**config.mk**
```make
export PLATFORM = sky130hd
export DESIGN_NAME = dfs_link
export DESIGN_NICKNAME = d
export VERILOG_FILES = /design/src/rtl/dfs_pkg.sv /design/src/rtl/dfs_err_sticky.sv /design/src/rtl/dfs_tx_split.sv /design/src/rtl/dfs_rx_merge.sv /design/src/rtl/dfs_link.sv
export SDC_FILE = /design/constraint.sdc
export NUM_CORES = 1
export LEC_CHECK = 0
export BUFFER_PORTS_ARGS = -buffer_cell sky130_fd_sc_hd__buf_2
export CAP_MARGIN = 20
export CORE_UTILIZATION = 40
export CTS_CLUSTER_SIZE = 12
export DETAILED_ROUTE_END_ITERATION = 12
export MAX_ROUTING_LAYER = met4
export PLACE_DENSITY = 0.78
export SLEW_MARGIN = 20
export SYNTH_ARGS = -nofsm -noshare
export SYNTH_HDL_FRONTEND = slang
export SYNTH_SLANG_ARGS = --single-unit
```
**constraint.sdc**
```tcl
create_clock -name clk -period 1.2 [get_ports clk]
set_input_delay 0 -clock clk [delete_from_list [all_inputs] [get_ports clk]]
set_output_delay 0 -clock clk [all_outputs]
set_load 0.005 [all_outputs]
```
**src/rtl/dfs_pkg.sv**
```systemverilog
package dfs_pkg;
   localparam int unsigned SEG_W_NARROW = 16;
   localparam int unsigned SEG_W_BROAD  = 20;

   typedef enum logic {
      SEG_FIRST  = 1'b0,
      SEG_SECOND = 1'b1
   } seg_tag_e;

   function automatic bit seg_width_ok(int unsigned w);
      return (w == SEG_W_NARROW) || (w == SEG_W_BROAD);
   endfunction
endpackage

```
**src/rtl/dfs_err_sticky.sv**
```systemverilog
module dfs_err_sticky (
   input  logic clk,
   input  logic rst_n,
   input  logic set_i,
   output logic err_o
);
   always_ff @(posedge clk) begin
      if (!rst_n)     err_o <= 1'b0;
      else if (set_i) err_o <= 1'b1;
   end

   AST_ERR_HOLD: assert property (@(posedge clk) disable iff (!rst_n)
      err_o |=> err_o);
   AST_ERR_SET: assert property (@(posedge clk) disable iff (!rst_n)
      set_i |=> err_o);
endmodule

```
**src/rtl/dfs_tx_split.sv**
```systemverilog
module dfs_tx_split
   import dfs_pkg::*;
#(
   parameter int unsigned SEG_W = 16,
   localparam int unsigned WW   = 2 * SEG_W
) (
   input  logic             clk,
   input  logic             rst_n,
   input  logic             dbl_mode,
   input  logic [WW-1:0]    wide_data,
   input  logic             wide_valid,
   input  logic             user_flag,
   output logic             ready,
   output logic [SEG_W-1:0] seg_data,
   output logic             seg_flag,
   output logic             seg_valid
);
   logic             pend_q;
   logic [SEG_W-1:0] hi_q;
   logic             out_dbl_q;
   logic             accept;

   assign ready  = !pend_q;
   assign accept = wide_valid && !pend_q;

   always_ff @(posedge clk) begin
      if (!rst_n) begin
         pend_q    <= 1'b0;
         hi_q      <= '0;
         out_dbl_q <= 1'b0;
         seg_data  <= '0;
         seg_flag  <= 1'b0;
         seg_valid <= 1'b0;
      end else if (pend_q) begin
         seg_data  <= hi_q;
         seg_flag  <= SEG_SECOND;
         seg_valid <= 1'b1;
         out_dbl_q <= 1'b1;
         pend_q    <= 1'b0;
      end else if (accept) begin
         seg_data  <= wide_data[SEG_W-1:0];
         seg_valid <= 1'b1;
         if (dbl_mode) begin
            seg_flag  <= SEG_FIRST;
            hi_q      <= wide_data[WW-1:SEG_W];
            pend_q    <= 1'b1;
            out_dbl_q <= 1'b1;
         end else begin
            seg_flag  <= user_flag;
            out_dbl_q <= 1'b0;
         end
      end else begin
         seg_valid <= 1'b0;
         out_dbl_q <= 1'b0;
      end
   end

   AST_TX_READY_GAP: assert property (@(posedge clk) disable iff (!rst_n)
      (accept && dbl_mode) |=> !ready);
   AST_TX_LOW_FIRST: assert property (@(posedge clk) disable iff (!rst_n)
      (accept && dbl_mode) |=> (seg_valid && !seg_flag
                                && seg_data == $past(wide_data[SEG_W-1:0])));
   AST_TX_HIGH_NEXT: assert property (@(posedge clk) disable iff (!rst_n)
      (seg_valid && out_dbl_q && !seg_flag) |=> (seg_valid && seg_flag
                                && seg_data == $past(wide_data[WW-1:SEG_W], 2)));
   AST_TX_SINGLE_PASS: assert property (@(posedge clk) disable iff (!rst_n)
      (accept && !dbl_mode) |=> (seg_valid && seg_flag == $past(user_flag)
                                && seg_data == $past(wide_data[SEG_W-1:0])));
endmodule

```
**src/rtl/dfs_rx_merge.sv**
```systemverilog
module dfs_rx_merge
   import dfs_pkg::*;
#(
   parameter int unsigned SEG_W = 16,
   localparam int unsigned WW   = 2 * SEG_W
) (
   input  logic             clk,
   input  logic             rst_n,
   input  logic             dbl_mode,
   input  logic [SEG_W-1:0] seg_data,
   input  logic             seg_flag,
   input  logic             seg_valid,
   output logic [WW-1:0]    wide_data,
   output logic             wide_valid,
   output logic             user_flag,
   output logic             seq_fault
);
   logic             held_q;
   logic [SEG_W-1:0] lo_q;
   logic             got_first;
   logic             got_second;

   assign got_first  = seg_valid && dbl_mode && (seg_flag == SEG_FIRST);
   assign got_second = seg_valid && dbl_mode && (seg_flag == SEG_SECOND);
   assign seq_fault  = (got_first && held_q) || (got_second && !held_q);

   always_ff @(posedge clk) begin
      if (!rst_n) begin
         held_q     <= 1'b0;
         lo_q       <= '0;
         wide_data  <= '0;
         wide_valid <= 1'b0;
         user_flag  <= 1'b0;
      end else begin
         wide_valid <= 1'b0;
         if (!dbl_mode) begin
            held_q <= 1'b0;
            if (seg_valid) begin
               wide_data  <= {{SEG_W{1'b0}}, seg_data};
               user_flag  <= seg_flag;
               wide_valid <= 1'b1;
            end
         end else if (got_first) begin
            held_q <= 1'b1;
            lo_q   <= seg_data;
         end else if (got_second && held_q) begin
            wide_data  <= {seg_data, lo_q};
            user_flag  <= 1'b0;
            wide_valid <= 1'b1;
            held_q     <= 1'b0;
         end
      end
   end

   AST_RX_PAIR_OUT: assert property (@(posedge clk) disable iff (!rst_n)
      (wide_valid && $past(dbl_mode)) |-> $past(seg_valid && seg_flag));
   AST_RX_DOUBLE_FIRST: assert property (@(posedge clk) disable iff (!rst_n)
      (got_first && held_q) |=> !wide_valid);
   AST_RX_ORPHAN: assert property (@(posedge clk) disable iff (!rst_n)
      (got_second && !held_q) |=> !wide_valid);
   AST_RX_SINGLE: assert property (@(posedge clk) disable iff (!rst_n)
      (seg_valid && !dbl_mode) |=> (wide_valid && wide_data[WW-1:SEG_W] == '0
                                    && user_flag == $past(seg_flag)));
endmodule

```
**src/rtl/dfs_link.sv**
```systemverilog
module dfs_link
   import dfs_pkg::*;
#(
   parameter int unsigned SEG_W = 16,
   localparam int unsigned WW   = 2 * SEG_W
) (
   input  logic             clk,
   input  logic             rst_n,
   input  logic             dbl_mode,
   input  logic [WW-1:0]    tx_wide_data,
   input  logic             tx_wide_valid,
   input  logic             tx_user_flag,
   output logic             tx_ready,
   output logic [SEG_W-1:0] seg_out_data,
   output logic             seg_out_flag,
   output logic             seg_out_valid,
   input  logic [SEG_W-1:0] seg_in_data,
   input  logic             seg_in_flag,
   input  logic             seg_in_valid,
   output logic [WW-1:0]    rx_wide_data,
   output logic             rx_wide_valid,
   output logic             rx_user_flag,
   output logic             rx_seq_err
);
   logic seq_fault;

   generate
      if (!seg_width_ok(SEG_W)) begin : g_bad_width
         $error("dfs_link: SEG_W must be 16 or 20");
      end
   endgenerate

   dfs_tx_split #(.SEG_W(SEG_W)) u_tx (
      .clk        (clk),
      .rst_n      (rst_n),
      .dbl_mode   (dbl_mode),
      .wide_data  (tx_wide_data),
      .wide_valid (tx_wide_valid),
      .user_flag  (tx_user_flag),
      .ready      (tx_ready),
      .seg_data   (seg_out_data),
      .seg_flag   (seg_out_flag),
      .seg_valid  (seg_out_valid)
   );

   dfs_rx_merge #(.SEG_W(SEG_W)) u_rx (
      .clk        (clk),
      .rst_n      (rst_n),
      .dbl_mode   (dbl_mode),
      .seg_data   (seg_in_data),
      .seg_flag   (seg_in_flag),
      .seg_valid  (seg_in_valid),
      .wide_data  (rx_wide_data),
      .wide_valid (rx_wide_valid),
      .user_flag  (rx_user_flag),
      .seq_fault  (seq_fault)
   );

   dfs_err_sticky u_err (
      .clk   (clk),
      .rst_n (rst_n),
      .set_i (seq_fault),
      .err_o (rx_seq_err)
   );

   AST_RESET_IDLE: assert property (@(posedge clk)
      !rst_n |=> (tx_ready && !seg_out_valid && !rx_wide_valid && !rx_seq_err));
endmodule

```
==> impl_metrics.ini, run 1 <==
[place]
dpl_cell_area_um2 = 4100
placed_cells = 570
dpl.hpwl_um = 5730
port_buffers = 108
place_congestion = 0.765

[clock_network]
cts.path.max_buffers = 2
cts_tree = built
cts_root_buffer = clkbuf_8
cts_max_level = 3
cts.sinks = 87
clock_latency_ns = 0.35
numCtsBuffers = 9
cts.clk_slew.worst_paths_ns = 0.09
post_cts_buffers = 0

[worst_setup_path]
critical_path_class = input port to flop
critPathLaunch = rst_n
required_ns = 1.45
path_max_fanout = 16
r2r_slack_ns = 0.04
reg2reg_to = u_rx.wide_data[0]
crit_path_end_kind = flop
crit_path_start_kind = input port
crit_arrival_ns = 1.44
reg2reg_depth = 3
cp-endpoint = u_rx.wide_data[25]
timing.rr.start = u_rx.held_q

[finish]
final_common_cell = buf_2
drive_gt1_share_pct = 34.1
final_cell_mix = buf_2, nand2_1, dfxtp_1
nNetsFinal = 566
area.growth.synth_to_final_pct = 39.4
design_area_um2 = 4720
layoutNonFillerInstCount = 621
n_antenna_cell = 0

[yosys]
synth_edf_count = 0
synthFlopType = dfxtp_1
yosysTopAreaCell = dfxtp_1
synth_cell_types = 29
ys_ff_latch = 87
postSynthCellCount = 366
synth_top_area_share_pct = 51.5
synthTopCellsByArea = dfxtp_1, nand2_1, a21oi_1
syn_nets = 421
synthArstFlopShare_pct = 0
syn_avg_cell_area_um2 = 9.24
yosysSeqAreaShare_pct = 51.5
ys_warn_count = 0
synth_area_um2 = 3380

[power_and_ir_drop]
power.total_w = 0.00636
switching_share_pct = 23.8
combPwrFrac_pct = 12.6
p_int_w = 0.00484
leakagePower_nw = 2.12
clkPwrFrac_pct = 38.9
peakVddDrop_mv = 0.852
pwr-share-seq_pct = 48.5
switchingPower_w = 0.00151
p_per_area_nw_per_um2 = 1350

[sta]
setup_viol = 0
slew_headroom_pct = 77.4
fin_hold_ws_ns = 0.0503
worst_clock_skew_ns = 0.00780
rsz0062_at_grt = yes
finalHoldViolations = 0
maxSlewViolCount = 0
fin_crit_ns = 1.20
fin_crit_sh_pct = 99.7
clock.fmax_mhz = 836
worst_slew_pin_slew_ns = 0.338
tns_ns = 0

[global_routing]
grt_usage_pct = 20.4
antenna_found_initial = 0
grt_max_degree = 29
grt_pass1_wl_um = 13400
grt_pass1_vias = 2920
overflow = 0

[routing]
wl_per_cell_um = 13.7
via_per_inst = 4.97
drc = 0
num_vias = 3085
final_antenna_net_count = 0
drt_first_pass_iters = 7
routed_wl_um = 8510
drt-initial-drc-count = 65

[floorplanning]
core_um2 = 8220
die-area_um2 = 8830
num_rows = 33
io_pins = 109
start_util_pct = 41.2
dieHeight_um = 94.0
die_w_um = 94.0

[outcome]
outcome = complete, no violations

[run]
maxCapViolCount = 0

[min_path]
hold_path.class = input port to flop
worstHoldStart = tx_wide_data[3]
[critical path, stage by stage]
cell           delay, ns
dlygate4sd3_1       0.54
buf_2               0.18
inv_2               0.28
a21oi_2             0.08
buf_12              0.16
a22o_1              0.18
[registers in the layout (all words and copies together) (netlist names)]
register and count:
u_rx.lo_q 16, u_rx.wide_data 32, u_rx.wide_valid 1, u_tx.pend_q 1
u_err.err_o 1, u_tx.seg_data 16, u_tx.seg_flag 1, u_tx.hi_q 16
u_rx.held_q 1, u_tx.seg_valid 1, u_rx.user_flag 1
[stage by stage]
stage | setup WS, ns | util [%]
after floorplan | -0.0410 | -
after global placement | 0.107 | 49.9
after detailed placement | 0.0550 | 49.9
after CTS | 0.0116 | 57.2
after global routing | -0.0294 | 57.4
final | 0.00348 | 57.4
[cell usage after synthesis, drive strengths merged (2+ instances only)]
cell / n
a211oi: 13
buf: 13
nand3: 4
mux2: 16
nor2: 5
and3b: 2
a31oi: 2
nand2: 98
o211a: 3
a22o: 16
mux2i: 16
a21oi: 62
clkbuf: 17
dfxtp: 87
nand3b: 3
[cell families (layout without fill, tap and decap cells)]
| group | count (synthesis) | after routing | share of synthesized area [%] |
|---|---|---|---|
| flops | 87 | 87 | 51.5 |
| xor+xnor | 1 | 1 | 0.259 |
| compound gates | 99 | 99 | 19.8 |
| mux | 32 | 32 | 10.1 |
| buf+inv | 32 | 182 | 4.66 |
| simple gates | 115 | 115 | 13.8 |
[power by group through the flow]
| stage | clock (W) | combinational (W) | sequential [W] |
|---|---|---|---|
| final | 0.00247 | 0.000802 | 0.00308 |
| after global placement | 0 | 0.000687 | 0.00314 |
| after global routing | 0.00266 | 0.000883 | 0.00310 |
| after CTS | 0.00253 | 0.000796 | 0.00308 |
| after detailed placement | 0 | 0.000704 | 0.00315 |
| after floorplan | 0 | 0.000401 | 0.00314 |
[repair_timing]
item	4_1_cts	5_1_grt
gates resized for setup	0	5
setup endpoints to repair	0	56
endpoints found under the hold margin	57	0
hold buffers	35	0
[worst min-delay path by stage]
| stage | end | slack (ns) | depth (start not counted) |
|---|---|---|---|
| after global placement | u_rx.wide_data[29] | 0.25 | 2 |
| after global routing | u_tx.seg_data[3] | 0.06 | 4 |
| final | u_tx.seg_data[3] | 0.05 | 4 |
| after CTS | u_tx.seg_data[2] | 0.03 | 4 |
| after detailed placement | u_tx.hi_q[9] | 0.26 | 3 |
| after floorplan | u_rx.wide_data[21] | 0.13 | 1 |
[area by class of cell]
type                    instances  area, um2
repair buffers                164       1100
flip-flops and latches         87       1740
well taps                     105        131
inverters                       2       7.51
multi-input cells             247       1490
fillers                       711       3500
clock buffers                   9        124
clock inverters                 7        125
[metal layers]
metal,GRT usage (%),part of all wire (%)
met1,23.4,43
met2,34.7,51
met3,4.29,4.5
met4,7.95,1.5
met5,-,0
(Power assumes the default switching activity.)
==> run 2: changes to the inputs <==
==> constraint.sdc (replaced) <==
create_clock -name clk -period 1.2 [get_ports clk]
set_input_delay 0.06 -clock clk [delete_from_list [all_inputs] [get_ports clk]]
set_output_delay 0.06 -clock clk [all_outputs]
set_load 0.005 [all_outputs]
==> run 2 against run 1 <==
  * Flip-flop and latch count did not move
  * Critical path depth fell by 3
  * Clock skew rose by 0.0074 ns
  * Fmax rose by 3.9%
  * Register-to-register slack barely moved
  * Sequential share of layout area rose by 0.31 points
  * Largest power group unchanged
==> impl_metrics.ini, run 2 (synthesized netlist as in run 1, its figures left out) <==
[global_routing]
antenna_found_initial = 0
grt_max_degree = 30
grt_pass1_wl_um = 13600
grt_pass1_vias = 2992
overflow = 0
grt_usage_pct = 20.3

[power_and_ir_drop]
p_per_area_nw_per_um2 = 1240
power.total_w = 0.00582
peakVddDrop_mv = 0.615
leakagePower_nw = 2.10

[sta]
slew_headroom_pct = 75.2
worst_slew_pin_slew_ns = 0.373
rsz0062_at_grt = no
tns_ns = 0
setup_viol = 0
fin_crit_sh_pct = 95.9
finalHoldViolations = 0
worst_clock_skew_ns = 0.0152
fin_crit_ns = 1.15
maxSlewViolCount = 0
clock.fmax_mhz = 869

[run]
maxCapViolCount = 0

[worst_setup_path]
required_ns = 1.45
crit_path_end_kind = flop
critPathLaunch = u_rx.held_q
cp_slowest_cell = dfxtp_2
path_max_fanout = 17
worstPathCellList = a21bo_2 > and2_4 > o211a_1
critical_path_class = flop to flop
timing.rr.start = u_rx.held_q
critPathMaxStageDelay_ns = 0.35
crit_arrival_ns = 1.40
crit_path_start_kind = flop

[clock_network]
cts.path.max_buffers = 2
cts_tree = built
cts_max_level = 3
cts.clk_slew.worst_paths_ns = 0.08
numCtsBuffers = 9
cts.sinks = 87
clock_latency_ns = 0.36
cts_root_buffer = clkbuf_8

[finish]
design_area_um2 = 4680
layoutNonFillerInstCount = 623
final_common_cell = buf_2
final_util_pct = 56.9
top_register = u_rx.wide_data
largest_register_ffs = 32
area.growth.synth_to_final_pct = 38.2
nNetsFinal = 568
n_antenna_cell = 0
drive_gt1_share_pct = 35.1
final_cell_mix = buf_2, nand2_1, dfxtp_1

[place]
dpl_cell_area_um2 = 4100
port_buffers = 108
placed_cells = 569
place_congestion = 0.778
dpl.hpwl_um = 5710

[floorplanning]
core_um2 = 8220
dieHeight_um = 94.0
die_w_um = 94.0
io_pins = 109
die-area_um2 = 8830
start_util_pct = 41.2
num_rows = 33

[min_path]
worstHoldStart = dbl_mode
hold_path.class = input port to flop

[routing]
num_vias = 3134
drc = 0
via_per_inst = 5.03
final_antenna_net_count = 0
drt-initial-drc-count = 125
drt_first_pass_iters = 4
routed_wl_um = 8510
wl_per_cell_um = 13.7

[outcome]
outcome = complete, no violations
-- run 2: worst paths after layout --
| check | endpoint | slack (ns) | cells after the start |
|---|---|---|---|
| hold reg to reg | u_tx.hi_q[6] | 0.46 | 2 |
| setup / recovery | u_rx.wide_data[10] | 0.05 | 3 |
| hold / removal | u_rx.held_q | 0.05 | 2 |
| setup reg to reg | u_rx.wide_data[10] | 0.05 | 3 |
-- run 2: cell type report --
cell class                      count  area [um2]
Clock inverter                      6        52.6
Sequential cell                    87        1740
Multi-Input combinational cell    247        1490
Inverter                            2        8.76
Clock buffer                       10         138
Timing Repair Buffer              166        1110
Fill cell                         699        3540
Tap cell                          105         131
-- run 2: routing by layer --
| layer | wire length (um) | track usage [%] | vias to the layer above |
|---|---|---|---|
| met4 | 167 | 9.49 | 0 |
| met1 | 3820 | 24.0 | 1473 |
| met3 | 317 | 3.64 | 16 |
| li1 | - | - | 1556 |
| met5 | 0 | - | - |
| met2 | 4200 | 33.6 | 89 |
-- run 2: timing repair --
action,4_1_cts,5_1_grt
setup endpoints to repair,5,8
buffers inserted,1,3
cloned,0,0
gates resized for setup,5,3
hold buffers,34,0
endpoints found under the hold margin,51,0
-- run 2: metrics by stage --
stage               hold slack, ns  setup slack, ns
floorplan                    0.193          -0.0410
global placement             0.303           0.0624
detailed placement           0.311          0.00400
CTS                         0.0330           0.0318
global route                0.0481          0.00107
finish                      0.0477           0.0487
-- run 2: power by group --
group,total (W),internal [W],switching [W]
clock network,0.00193,0.000838,0.00109
registers,0.00308,0.00301,0.0000671
logic,0.000811,0.000423,0.000388
total,0.00582,0.00428,0.00154
-- run 2: critical path, delay by kind of cell, from the launching register on --
kind	cells	cell delay, ns
compound gates	2	0.45
simple gates	1	0.25
flops	1	0.35
==> run 3: changes to the inputs <==
PLACE_DENSITY = 0.68   (was 0.78)
==> run 3 against run 2 <==
  * Global-route usage increased by 0.45 points
  * Register-to-register slack lost 0.03 ns
  * Clock power rose by 9%
  * Flip-flop and latch count unchanged
  * Sequential share of layout area shrank 0.73 points
  * Worst hold slack lost 0.020 ns
  * Largest cell class unchanged
  * Critical path type unchanged
  * Sequential power about the same
  * Via count increased by 0.26%
==> impl_metrics.ini, run 3 (synthesized netlist as in run 1, its figures left out) <==
[floorplanning]
die_w_um = 94.0
start_util_pct = 41.2
num_rows = 33
dieHeight_um = 94.0
die-area_um2 = 8830
core_um2 = 8220
io_pins = 109

[worst_setup_path]
r2r_slack_ns = 0.02
timing.rr.start = u_tx.pend_q
crit_arrival_ns = 1.42
crit_path_end_kind = flop
crit_path_start_kind = flop
critical_path_class = flop to flop
critPathLaunch = u_tx.pend_q
cp-endpoint = u_tx.hi_q[1]
path_max_fanout = 7
reg2reg_to = u_tx.hi_q[1]
required_ns = 1.44
reg2reg_depth = 5

[place]
placed_cells = 569
port_buffers = 108
place_congestion = 0.812
preCtsSetupSlack_ns = -0.0279
dpl.hpwl_um = 5760

[sta]
fin_crit_sh_pct = 98.3
setup_viol = 0
maxSlewViolCount = 0
worst_slew_pin_slew_ns = 0.615
tns_ns = 0
slew_headroom_pct = 59.0
fin_crit_ns = 1.18
rsz0062_at_grt = yes
clock.fmax_mhz = 848
setup_ws_ns = 0.0205
worst_clock_skew_ns = 0.00449
finalHoldViolations = 0

[power_and_ir_drop]
leakagePower_nw = 2.13
pwr-share-seq_pct = 51.1
switchingPower_w = 0.00150
power.total_w = 0.00603
combPwrFrac_pct = 13.9
p_int_w = 0.00452
peakVddDrop_mv = 0.724
switching_share_pct = 24.9
p_per_area_nw_per_um2 = 1260
clkPwrFrac_pct = 35.0

[finish]
nNetsFinal = 568
final_common_cell = buf_2
largest_register_ffs = 32
final_cell_mix = buf_2, nand2_1, dfxtp_1
final_util_pct = 58.1
layoutNonFillerInstCount = 623
area.growth.synth_to_final_pct = 41.2
drive_gt1_share_pct = 37.6
top_register = u_rx.wide_data
n_antenna_cell = 0

[global_routing]
grt_pass1_wl_um = 13700
grt_max_degree = 22
grt_usage_pct = 20.8
antenna_found_initial = 0
overflow = 0
grt_pass1_vias = 2913

[clock_network]
numCtsBuffers = 9
cts_tree = built
cts_root_buffer = clkbuf_8
clock_latency_ns = 0.35
cts.clk_slew.worst_paths_ns = 0.08
cts.sinks = 87
cts.path.max_buffers = 2
cts_max_level = 3

[routing]
drc = 0
wl_met1_um = 4030
final_antenna_net_count = 0
drt_first_pass_iters = 4
routed_wl_um = 8900
via_per_inst = 5.04
wl_per_cell_um = 14.3
num_vias = 3142
drt-initial-drc-count = 155
wl_met2_um = 4270
routed.top_layer = met4
wl_met3_um = 347

[min_path]
hold_path.class = input port to flop

[outcome]
outcome = complete, no violations

[run]
maxCapViolCount = 0
## run 3: cell types whose count changed in the layout (fill, tap and decap cells not counted), sizes merged
cell         previous run  this run
inv                     3         1
buf                   132       131
clkbuf                 10        12
clkinv                  5         2
clkinvlp                0         2
bufinv                  0         1
dlygate4sd3            34        35
## run 3: worst min-delay path by stage
| stage | from | end | slack, ns | cells after the start |
|---|---|---|---|---|
| 2_1_floorplan | seg_in_data[5] | u_rx.wide_data[21] | 0.19 | 1 |
| 3_3_place_gp | tx_wide_data[23] | u_tx.hi_q[7] | 0.31 | 3 |
| 4_1_cts | rst_n | u_rx.held_q | 0.006 | 2 |
| 5_1_grt | dbl_mode | u_rx.held_q | 0.03 | 2 |
| 6_report | rst_n | u_rx.held_q | 0.03 | 2 |
| 3_5_place_dp | tx_wide_data[19] | u_tx.hi_q[3] | 0.32 | 3 |
## run 3: worst max-delay path: stages, from the launching register on
cell and delay [ns]:
dfxtp_4 0.37, buf_8 0.12, nand3b_1 0.25, buf_6 0.21, nand2_2 0.06, a21oi_1 0.05
## run 3: power by group through the flow
| stage | Sequential, W | Clock, W | Combinational (W) |
|---|---|---|---|
| finish | 0.00308 | 0.00211 | 0.000838 |
| global route | 0.00310 | 0.00228 | 0.000916 |
| CTS | 0.00308 | 0.00213 | 0.000803 |
| detailed placement | 0.00314 | 0 | 0.000707 |
| global placement | 0.00314 | 0 | 0.000695 |
| floorplan | 0.00314 | 0 | 0.000401 |
## run 3: per-stage QoR
stage	hold slack, ns	area [um2]
final	0.0272	4780
after global routing	0.0280	4780
after CTS	0.00630	4670
after detailed placement	0.316	4100
after global placement	0.309	4100
after floorplan	0.193	3390
## run 3: per-layer routing
layer	global-route usage, %	vias up
li1	-	1557
met1	26.1	1483
met2	31.8	85
met3	3.56	17
met4	11.4	0
met5	-	-
## run 3: area by class of cell
cell class | instances | area (um2)
clock buffers | 12 | 155
clock inverters | 4 | 53.8
fillers | 725 | 3440
inverters | 2 | 8.76
multi-input cells | 247 | 1550
flip-flops and latches | 87 | 1750
well taps | 105 | 131
repair buffers | 166 | 1130
## run 3: what timing repair did
action / 4_1_cts / 5_1_grt
endpoints found under the setup margin: 3 / 23
gates cloned: 0 / 1
hold buffers: 35 / 0
endpoints found under the hold margin: 51 / 0
setup buffers: 1 / 2
gates resized for setup: 5 / 29
pin swaps: 0 / 9
